$ cat src/rtl/hcr_pkg.sv
package hcr_pkg;
  localparam int NQ_DEFAULT   = 4;
  localparam int B_DEFAULT    = 3;
  localparam int BULK_DEFAULT = 12;

  function automatic int lookahead_len(input int nq, input int b);
    return nq * (b - 1) + 1;
  endfunction

  function automatic int idx_width(input int n);
    return (n > 1) ? $clog2(n) : 1;
  endfunction
endpackage

$ cat src/rtl/hcr_window.sv
module hcr_window #(
  parameter int L  = 9,
  parameter int QW = 2
) (
  input  logic                   clk,
  input  logic                   rst,
  input  logic                   in_vld,
  input  logic [QW-1:0]          in_q,
  output logic [L-1:0]           win_v,
  output logic [L-1:0][QW-1:0]   win_q
);
  // position 0 is the oldest entry, position L-1 the newest
  for (genvar i = 0; i < L; i++) begin : g_stage
    if (i == L - 1) begin : g_tail
      always_ff @(posedge clk) begin
        if (rst) begin
          win_v[i] <= 1'b0;
          win_q[i] <= '0;
        end else begin
          win_v[i] <= in_vld;
          win_q[i] <= in_q;
        end
      end
    end else begin : g_body
      always_ff @(posedge clk) begin
        if (rst) begin
          win_v[i] <= 1'b0;
          win_q[i] <= '0;
        end else begin
          win_v[i] <= win_v[i+1];
          win_q[i] <= win_q[i+1];
        end
      end
    end
  end
endmodule

$ cat src/rtl/hcr_urgency.sv
module hcr_urgency #(
  parameter int L   = 9,
  parameter int QW  = 2,
  parameter int OW  = 4,
  parameter int PW  = 4,
  parameter int QID = 0
) (
  input  logic [L-1:0]         win_v,
  input  logic [L-1:0][QW-1:0] win_q,
  input  logic [OW-1:0]        occ,
  output logic                 crit,
  output logic [PW-1:0]        pos
);
  int cnt;

  always_comb begin
    cnt  = 0;
    crit = 1'b0;
    pos  = PW'(L);
    for (int p = 0; p < L; p++) begin
      if (!crit && win_v[p] && (win_q[p] == QW'(QID))) begin
        cnt = cnt + 1;
        if (cnt > int'(occ)) begin
          crit = 1'b1;
          pos  = PW'(p);
        end
      end
    end
  end
endmodule

$ cat src/rtl/hcr_pick.sv
module hcr_pick #(
  parameter int NQ = 4,
  parameter int QW = 2,
  parameter int PW = 4
) (
  input  logic [NQ-1:0]         crit,
  input  logic [NQ-1:0]         elig,
  input  logic [NQ-1:0][PW-1:0] pos,
  output logic                  sel_v,
  output logic [QW-1:0]         sel_q
);
  logic [PW-1:0] best;

  always_comb begin
    sel_v = 1'b0;
    sel_q = '0;
    best  = '1;
    for (int q = 0; q < NQ; q++) begin
      if (crit[q] && elig[q] && (!sel_v || pos[q] < best)) begin
        sel_v = 1'b1;
        sel_q = QW'(q);
        best  = pos[q];
      end
    end
  end
endmodule

$ cat src/rtl/hcr_sched.sv
module hcr_sched
  import hcr_pkg::*;
#(
  parameter int NQ         = NQ_DEFAULT,
  parameter int B          = B_DEFAULT,
  parameter int BULK_UNITS = BULK_DEFAULT,
  localparam int QW  = idx_width(NQ),
  localparam int L   = lookahead_len(NQ, B),
  localparam int OW  = $clog2(L + B + 1),
  localparam int PW  = $clog2(L + 1),
  localparam int BKW = $clog2(BULK_UNITS + 1),
  localparam int PHW = idx_width(B)
) (
  input  logic          clk,
  input  logic          rst,
  input  logic          req_vld,
  input  logic [QW-1:0] req_q,
  input  logic          blk_vld,
  input  logic [QW-1:0] blk_q,
  output logic          grant_vld,
  output logic [QW-1:0] grant_q,
  output logic          rep_vld,
  output logic [QW-1:0] rep_q,
  output logic          underrun
);
  logic [L-1:0]            win_v;
  logic [L-1:0][QW-1:0]    win_q;
  logic [NQ-1:0][OW-1:0]   occ_q, occ_d;
  logic [NQ-1:0][BKW-1:0]  bulk_q, bulk_d;
  logic [NQ-1:0]           crit, elig;
  logic [NQ-1:0][PW-1:0]   pos;
  logic                    sel_v;
  logic [QW-1:0]           sel_q;
  logic [PHW-1:0]          phase;
  logic                    rep_fire;
  logic                    empty_hit;

  hcr_window #(.L(L), .QW(QW)) u_win (
    .clk(clk), .rst(rst), .in_vld(req_vld), .in_q(req_q),
    .win_v(win_v), .win_q(win_q)
  );

  for (genvar q = 0; q < NQ; q++) begin : g_q
    hcr_urgency #(.L(L), .QW(QW), .OW(OW), .PW(PW), .QID(q)) u_urg (
      .win_v(win_v), .win_q(win_q), .occ(occ_q[q]),
      .crit(crit[q]), .pos(pos[q])
    );
    assign elig[q] = (bulk_q[q] >= BKW'(B));
  end

  hcr_pick #(.NQ(NQ), .QW(QW), .PW(PW)) u_pick (
    .crit(crit), .elig(elig), .pos(pos), .sel_v(sel_v), .sel_q(sel_q)
  );

  assign rep_fire = (phase == PHW'(B - 1)) && sel_v;

  always_comb begin
    logic [OW-1:0] t;
    logic          add;
    logic          inc;
    empty_hit = 1'b0;
    occ_d     = occ_q;
    bulk_d    = bulk_q;
    for (int q = 0; q < NQ; q++) begin
      add = rep_fire && (sel_q == QW'(q));
      t   = occ_q[q] + (add ? OW'(B) : OW'(0));
      if (win_v[0] && (win_q[0] == QW'(q))) begin
        if (t == '0) empty_hit = 1'b1;
        else         t = t - OW'(1);
      end
      occ_d[q] = t;
      inc = blk_vld && (blk_q == QW'(q)) &&
            (bulk_q[q] <= BKW'(BULK_UNITS - B));
      bulk_d[q] = bulk_q[q] + (inc ? BKW'(B) : BKW'(0))
                            - (add ? BKW'(B) : BKW'(0));
    end
  end

  always_ff @(posedge clk) begin
    if (rst) begin
      phase     <= '0;
      occ_q     <= '0;
      bulk_q    <= '0;
      grant_vld <= 1'b0;
      grant_q   <= '0;
      rep_vld   <= 1'b0;
      rep_q     <= '0;
      underrun  <= 1'b0;
    end else begin
      phase     <= (phase == PHW'(B - 1)) ? '0 : phase + PHW'(1);
      occ_q     <= occ_d;
      bulk_q    <= bulk_d;
      grant_vld <= win_v[0];
      grant_q   <= win_q[0];
      rep_vld   <= rep_fire;
      rep_q     <= sel_q;
      underrun  <= underrun | empty_hit;
    end
  end
endmodule

$ cat config.mk
export PLATFORM = sky130hd
export DESIGN_NAME = hcr_sched
export DESIGN_NICKNAME = d
export VERILOG_FILES = /design/src/rtl/hcr_pkg.sv /design/src/rtl/hcr_window.sv /design/src/rtl/hcr_urgency.sv /design/src/rtl/hcr_pick.sv /design/src/rtl/hcr_sched.sv
export SDC_FILE = /design/constraint.sdc
export NUM_CORES = 1
export LEC_CHECK = 0
export BUFFER_PORTS_ARGS = -buffer_cell sky130_fd_sc_hd__buf_2
export CAP_MARGIN = 5
export CELL_PAD_IN_SITES_DETAIL_PLACEMENT = 0
export CELL_PAD_IN_SITES_GLOBAL_PLACEMENT = 2
export CORE_MARGIN = 4
export CORE_UTILIZATION = 40
export DETAILED_ROUTE_END_ITERATION = 6
export HOLD_SLACK_MARGIN = 0.03
export PLACE_DENSITY = 0.8
export SLEW_MARGIN = 20
export SYNTH_ARGS = -nofsm -noshare
export SYNTH_HDL_FRONTEND = slang
export SYNTH_SLANG_ARGS = --single-unit
$ cat constraint.sdc
create_clock -name clk -period 18.6 [get_ports clk]
set_input_delay 0.93 -clock clk [delete_from_list [all_inputs] [get_ports clk]]
set_output_delay 0.93 -clock clk [all_outputs]
set_load 0.05 [all_outputs]
==> summary.md, run 1 <==
| Metric | Value |
|---|---|
| Outcome | finished clean |
| Via Count | 10796 |
| Layout cell share with drive strength beyond 1 | 8.92% |
| Setup CP Type | flip-flop to flip-flop |
| Peak Freq | 58.9 MHz |
| Max FO, Critical Path | 11 |
| Vias in the first global route | 10257 |
| Crit path top cell by count | ha_1 |
| Crit. End Element | flip-flop |
| Die H | 179 um |
| TNS Setup | 0 ns |
| Synth top area share | 21.0% |
| Overflow after GRT | 0 |
| Dpl hpwl | 27100 um |
| Max Clock Skew | 0.00857 ns |
| CTS tree | built |
| Num CTS Buffers | 9 |
| Ys Warns | 0 |
| Synthesized area | 11800 sq um |
| Worst VDD drop | 0.0608 mV |
| Ys flop type | dfxtp_1 |
| Commonest cells in the netlist | ha_1, nand2_1, inv_1, nor2_1, a21oi_1 |
| Top cells by area, synth | ha_1, dfxtp_1, xnor2_1, a21oi_1, nand2_1 |
| Iter 0 DRT Violations | 694 |
| N_diodes | 0 |
| # rows | 62 |
| Cell area power density | 36.6 nW/um^2 |
| GRT Overall Usage | 20.6% |
| Max cap viols | 0 |
| Final hold violations | 0 |
| DR DRC count | 0 |
| CTS Hold Bufs | 0 |
| WL final | 34000 um |
| Clk buf depth | 2 |
| Startpoint types | flip-flop |
| Initial antenna violation count | 0 |
| Worst EP required | 18.79 ns |
| Max-slew violations | 0 |
| Class of the worst hold path | flip-flop to flip-flop |
| Layout area overhead | 6.59% |
| Relative slew margins | 33.7% |
| Cells after synthesis | 1481 |
| Crit-path slowest cell | fa_1 |
| Cell with the most instances after synthesis | ha_1 |
| Unrepaired setup endpoints after global routing | no |
| Netlist cell types | 115 |
| # H-tree levels | 3 |
| Num ports | 15 |
| Register area share after synthesis | 11.6% |
| Arr. time, crit path | 17.17 ns |
| Die ar. | 32200 sq um |
| DRT Pass-1 Iters | 5 |
| Die X | 179 um |
| Final hold slack | 0.425 ns |
| Routability cong. | 0.871 |
| Starting Density | 40.7% |
| CP max stage delay | 0.48 ns |
| Synth area leader | ha_1 |
| Post-synth EDFFs | 0 |
| Leakage | 5.44 nW |
| # setup viols final | 0 |
| Antenna-violating nets left | 0 |
| Async SR Flop Fraction | 0% |
| Final nets | 1704 |
| CTS root buf | clkbuf_16 |
| Clk_lat worst skew | 0.34 ns |
| Clock-pin slew on the worst setup and hold paths | 0.06 ns |
| Core area | 28900 sq um |
| Yosys reg bits | 68 |
| Vias per cell | 5.76 |
| Tmin final | 16.98 ns |
| Final worst-path cycle share | 91.3% |
| Worst-margin pin slew | 0.995 ns |
| Synth Area per Inst | 7.94 sq um |
| Routed wire per std cell | 18.1 um |
| Largest net degree at the start of global routing | 70 |
| IO Port Bufs | 14 |
| Global-route wire length before repair | 55100 um |
| # clock sinks | 68 |
## state kept, by name (all words and copies together) (netlist names), 2 cells and up
register and flops:
grant_q 2, occ_q 16, phase 2, u_win.win_v 9
u_win.win_q 18, bulk_q 16, rep_q 2
## cells in the final DEF (no fill, tap or decap), types with 9 or more instances in the layout
cell / instances
xor2_1: 23
a21oi_1: 90
ha_1: 197
nand2b_1: 18
inv_1: 98
fa_1: 12
o211ai_1: 19
nand2_1: 117
a21o_1: 22
nor4_1: 9
and2_1: 20
and3b_1: 12
or3_1: 16
a211oi_1: 19
nand3b_1: 12
dfxtp_1: 68
buf_2: 14
o211a_1: 9
nor2_1: 97
nor3_1: 41
a31oi_1: 9
and3_1: 14
a41oi_1: 10
nand4_1: 26
clkbuf_16: 9
xnor2_1: 70
mux2_2: 9
nor2b_1: 67
o21ai_0: 58
o21a_1: 22
o221ai_1: 9
nand3_1: 43
## routing by layer
metal / vias to the layer above / part of all wire, % / track usage (%)
met1: 5100 / 51 / 30.0
li1: 5519 / - / -
met2: 157 / 46 / 34.0
met5: - / 0 / 0
met4: 0 / 0.71 / 2.44
met3: 20 / 2.8 / 2.02
## layout make-up
class                      count  area (sq um)
fill                        3007         16300
multi-input combinational   1283          9900
sequential                    68          1360
tap                          384           480
inverter                     103           387
clock buffer                  13           260
timing repair buffer          22           130
clock inverter                 2          10.0
## worst max-delay path, delay by kind of cell, from the launching register on
family	cells	cell delay (ns)
XOR/XNOR	4	1.02
flip-flops	1	0.34
AO/OA/AOI/OAI	26	5.18
buffers and inverters	7	0.85
multiplexers	1	0.26
AND/OR/NAND/NOR	25	5.08
adder cells (fa/ha/maj)	14	4.09
## timing repair
action	in CTS	in global routing
resized for setup	0	4
buffers inserted	0	5
setup endpoints to repair	0	30
## logic make-up (layout without fill, tap and decap cells)
family	after synthesis	count (layout)	synth area share (%)
XOR/XNOR	98	98	7.87
AND/OR/NAND/NOR	569	569	27.2
other	1	4	0.0319
AO/OA/AOI/OAI	388	388	24.4
flip-flops	68	68	11.6
buffers and inverters	133	140	4.60
adder cells (fa/ha/maj)	209	209	23.0
multiplexers	15	15	1.37
## worst paths after layout
check / from / endpoint / slack (ns) / depth (start not counted)
max: occ_q[2] / underrun / 1.62 / 77
min: phase[0] / phase[0] / 0.43 / 1
max reg2reg: occ_q[2] / underrun / 1.62 / 77
min reg2reg: phase[0] / phase[0] / 0.43 / 1
## through the flow
stage / util [%] / cells / total power [W] / cell area, sq um / setup WS [ns]
after floorplan: - / 1484 / 0.000271 / 11800 / 2.55
after global placement: 42.3 / 1855 / 0.000298 / 12200 / 1.05
after detailed placement: 42.3 / 1855 / 0.000300 / 12200 / 0.454
after CTS: 43.2 / 1870 / 0.000462 / 12500 / 0.428
after global routing: 43.4 / 1875 / 0.000491 / 12500 / 0.101
final: 43.4 / 1875 / 0.000458 / 12500 / 1.62
## report_power, final
group          switching, W  internal (W)  leakage, nW
sequential       0.00000895      0.000157        0.553
combinational     0.0000753     0.0000564         4.75
clock             0.0000637     0.0000964        0.135
Note: power is estimated with default switching activity, not from simulation.
==> inputs of run 2 (changes only) <==
PLACE_DENSITY = 0.79   (was 0.8)
SYNTH_HIERARCHICAL = 1   (was not set)
==> run 2 against run 1 <==
Net effect:
- final area increased by 1.5%
- maximum frequency increased by 4.2%
- sequential cell count unchanged
==> summary.md, run 2 <==
| Metric | Value |
|---|---|
| Outcome | finished clean |
| Largest net degree at the start of global routing | 50 |
| Post-synth EDFFs | 0 |
| WL final | 31900 um |
| CTS Hold Bufs | 0 |
| Worst-margin pin slew | 0.902 ns |
| Num ports | 15 |
| N_diodes | 0 |
| Initial antenna violation count | 0 |
| Most common cell after layout, fill and taps aside | ha_1 |
| Routability cong. | 0.819 |
| Top flop regs | u_win/win_q: 18 flops, bulk_q: 16 flops, occ_q: 16 flops |
| Die H | 181 um |
| Clk buf depth | 2 |
| Worst r2r src | occ_q[7] |
| Max Clock Skew | 0.00894 ns |
| Worst path bufs/invs | 2 |
| Tmin final | 16.29 ns |
| Routed wire per std cell | 17.3 um |
| CP max stage delay | 0.78 ns |
| Dpl hpwl | 26200 um |
| Commonest cells in the netlist | ha_1, nand2_1, inv_1 |
| Gates resized, CTS repair | 0 |
| Startpoint types | flip-flop |
| Clock-pin slew on the worst setup and hold paths | 0.06 ns |
| Max FFs per register | 18 |
| FF/Latch Area | 1360 sq um |
| Cells after synthesis | 1446 |
| Worst EP required | 18.82 ns |
| Top reg by flops | u_win/win_q |
| Grt peak-use layer | met2 |
| # setup viols final | 0 |
| Multi-input logic area | 10100 sq um |
| Most frequent cells in the layout | ha_1, nand2_1, inv_1 |
| Via Count | 10302 |
| Die ar. | 32800 sq um |
| Worst VDD drop | 0.0543 mV |
| Hold endpoint | phase[0] |
| CTS tree | built |
| # H-tree levels | 3 |
| TNS Setup | 0 ns |
| Peak Freq | 61.4 MHz |
| # clock sinks | 68 |
| Worst R2R Setup Slack | 2.31 ns |
| Met2 usage | 32.3% |
| Ys Warns | 6 |
| Max FO, Critical Path | 10 |
| Vias in the first global route | 9849 |
| CTS root buf | clkbuf_16 |
| Antenna-violating nets left | 0 |
| Clk_lat worst skew | 0.34 ns |
| Layout cell share with drive strength beyond 1 | 10.6% |
| Power Total | 0.000470 W |
| HP Start | phase[0] |
| Class of the worst hold path | flip-flop to flip-flop |
| Arr. time, crit path | 16.51 ns |
| Starting Density | 40.5% |
| Hold Path Stages | 1 |
| Cell with the most instances after synthesis | ha_1 |
| Cell area power density | 37.0 nW/um^2 |
| Final worst-path cycle share | 87.6% |
| Netlist cell types | 123 |
| Final core occ | 43.0% |
| Overflow after GRT | 0 |
| Top cells by area, synth | ha_1, dfxtp_1, xnor2_1, nand2_1, nor2b_1 |
| Setup CP Type | flip-flop to flip-flop |
| Vias per cell | 5.57 |
| DR DRC count | 0 |
| Crit. End Element | flip-flop |
| Register area share after synthesis | 11.4% |
| Synth area leader | ha_1 |
| Final hold violations | 0 |
| Ys flop type | dfxtp_1 |
| IO Port Bufs | 14 |
| Syn nets | 1666 |
| Die X | 181 um |
| DRT Pass-1 Iters | 5 |
| Setup repair bufs after CTS | 0 |
| # rows | 63 |
| Unrepaired setup endpoints after global routing | no |
| RR Endpoint | occ_q[5] |
| Relative slew margins | 39.8% |
| Max-slew violations | 0 |
| Synthesized area | 12000 sq um |
| Final nets | 1673 |
| Synth top area share | 21.1% |
| Core area | 29600 sq um |
| Global-route wire length before repair | 52100 um |
| Crit path top cell by count | ha_1 |
| Grt met1 use | 27.3% |
| Final hold slack | 0.423 ns |
| Max cap viols | 0 |
| Yosys reg bits | 68 |
| R2R cell count | 65 |
| Crit path max-delay family | compound AO/OA/AOI/OAI gates |
| Leakage | 5.58 nW |
| Num CTS Buffers | 9 |
| Async SR Flop Fraction | 0% |
| GRT Overall Usage | 19.1% |
| Iter 0 DRT Violations | 634 |
| Met3 Resource Use GR | 1.61% |
| Filler cells | 3046 |
| Layout area overhead | 6.21% |
| Synth Area per Inst | 8.28 sq um |
| Crit-path slowest cell | nor3b_1 |
[run 2: cell types whose count changed in the layout (fill, tap and decap cells not counted), sizes merged, moves of 10 or more]
cell,change
a211o,+10
o21ai,-21
and3,+11
nor3,-10
nor2,-10
and2,+13
a21oi,-16
xnor2,+12
[run 2: through the flow]
stage	area [sq um]	instances	setup slack [ns]
6_report	12700	1848	2.31
3_5_place_dp	12400	1832	2.50
2_1_floorplan	12000	1446	4.38
4_1_cts	12700	1848	2.43
3_3_place_gp	12400	1832	2.62
5_1_grt	12700	1848	1.09
[run 2: how the worst max path moves through the flow]
stage,startpoint,endpoint,slack [ns],depth (start not counted)
detailed placement,occ_q[7],occ_q[5],2.50,65
global placement,occ_q[7],occ_q[5],2.62,65
finish,occ_q[7],occ_q[5],2.31,65
global route,occ_q[7],occ_q[12],1.09,68
CTS,occ_q[7],occ_q[5],2.43,65
floorplan,occ_q[2],occ_q[9],4.38,71
[run 2: layer usage]
layer,vias up,wire length [um],part of all wire [%]
met3,21,740,2.3
met1,4818,16300,51
li1,5330,-,-
met4,0,252,0.79
met5,-,0,0
met2,133,14700,46
[run 2: cell type report]
type	instances	area share (%)
multi-input combinational	1253	79.2
sequential	68	10.7
tap	390	3.84
inverter	102	3.05
clock buffer	9	1.77
timing repair buffer	19	0.846
clock inverter	7	0.580
[run 2: kinds of logic (layout without fill, tap and decap cells)]
| family | after synthesis | count (layout) | share of synthesized area (%) |
|---|---|---|---|
| and+or+nand+nor | 573 | 573 | 28.7 |
| AOI/OAI and AO/OA | 334 | 334 | 21.5 |
| adders and majority gates | 213 | 213 | 22.9 |
| buffers and inverters | 125 | 137 | 4.50 |
| xor gates and xnor gates | 113 | 113 | 9.51 |
| DFF | 68 | 68 | 11.4 |
| muxes | 16 | 16 | 1.46 |
| other | 4 | 4 | 0.125 |
[run 2: power breakdown]
part	switching [W]	internal, W	total [W]
combinational	0.0000739	0.0000555	0.000129
clock	0.0000697	0.000104	0.000174
sequential	0.00000957	0.000157	0.000167
total	0.000153	0.000317	0.000470
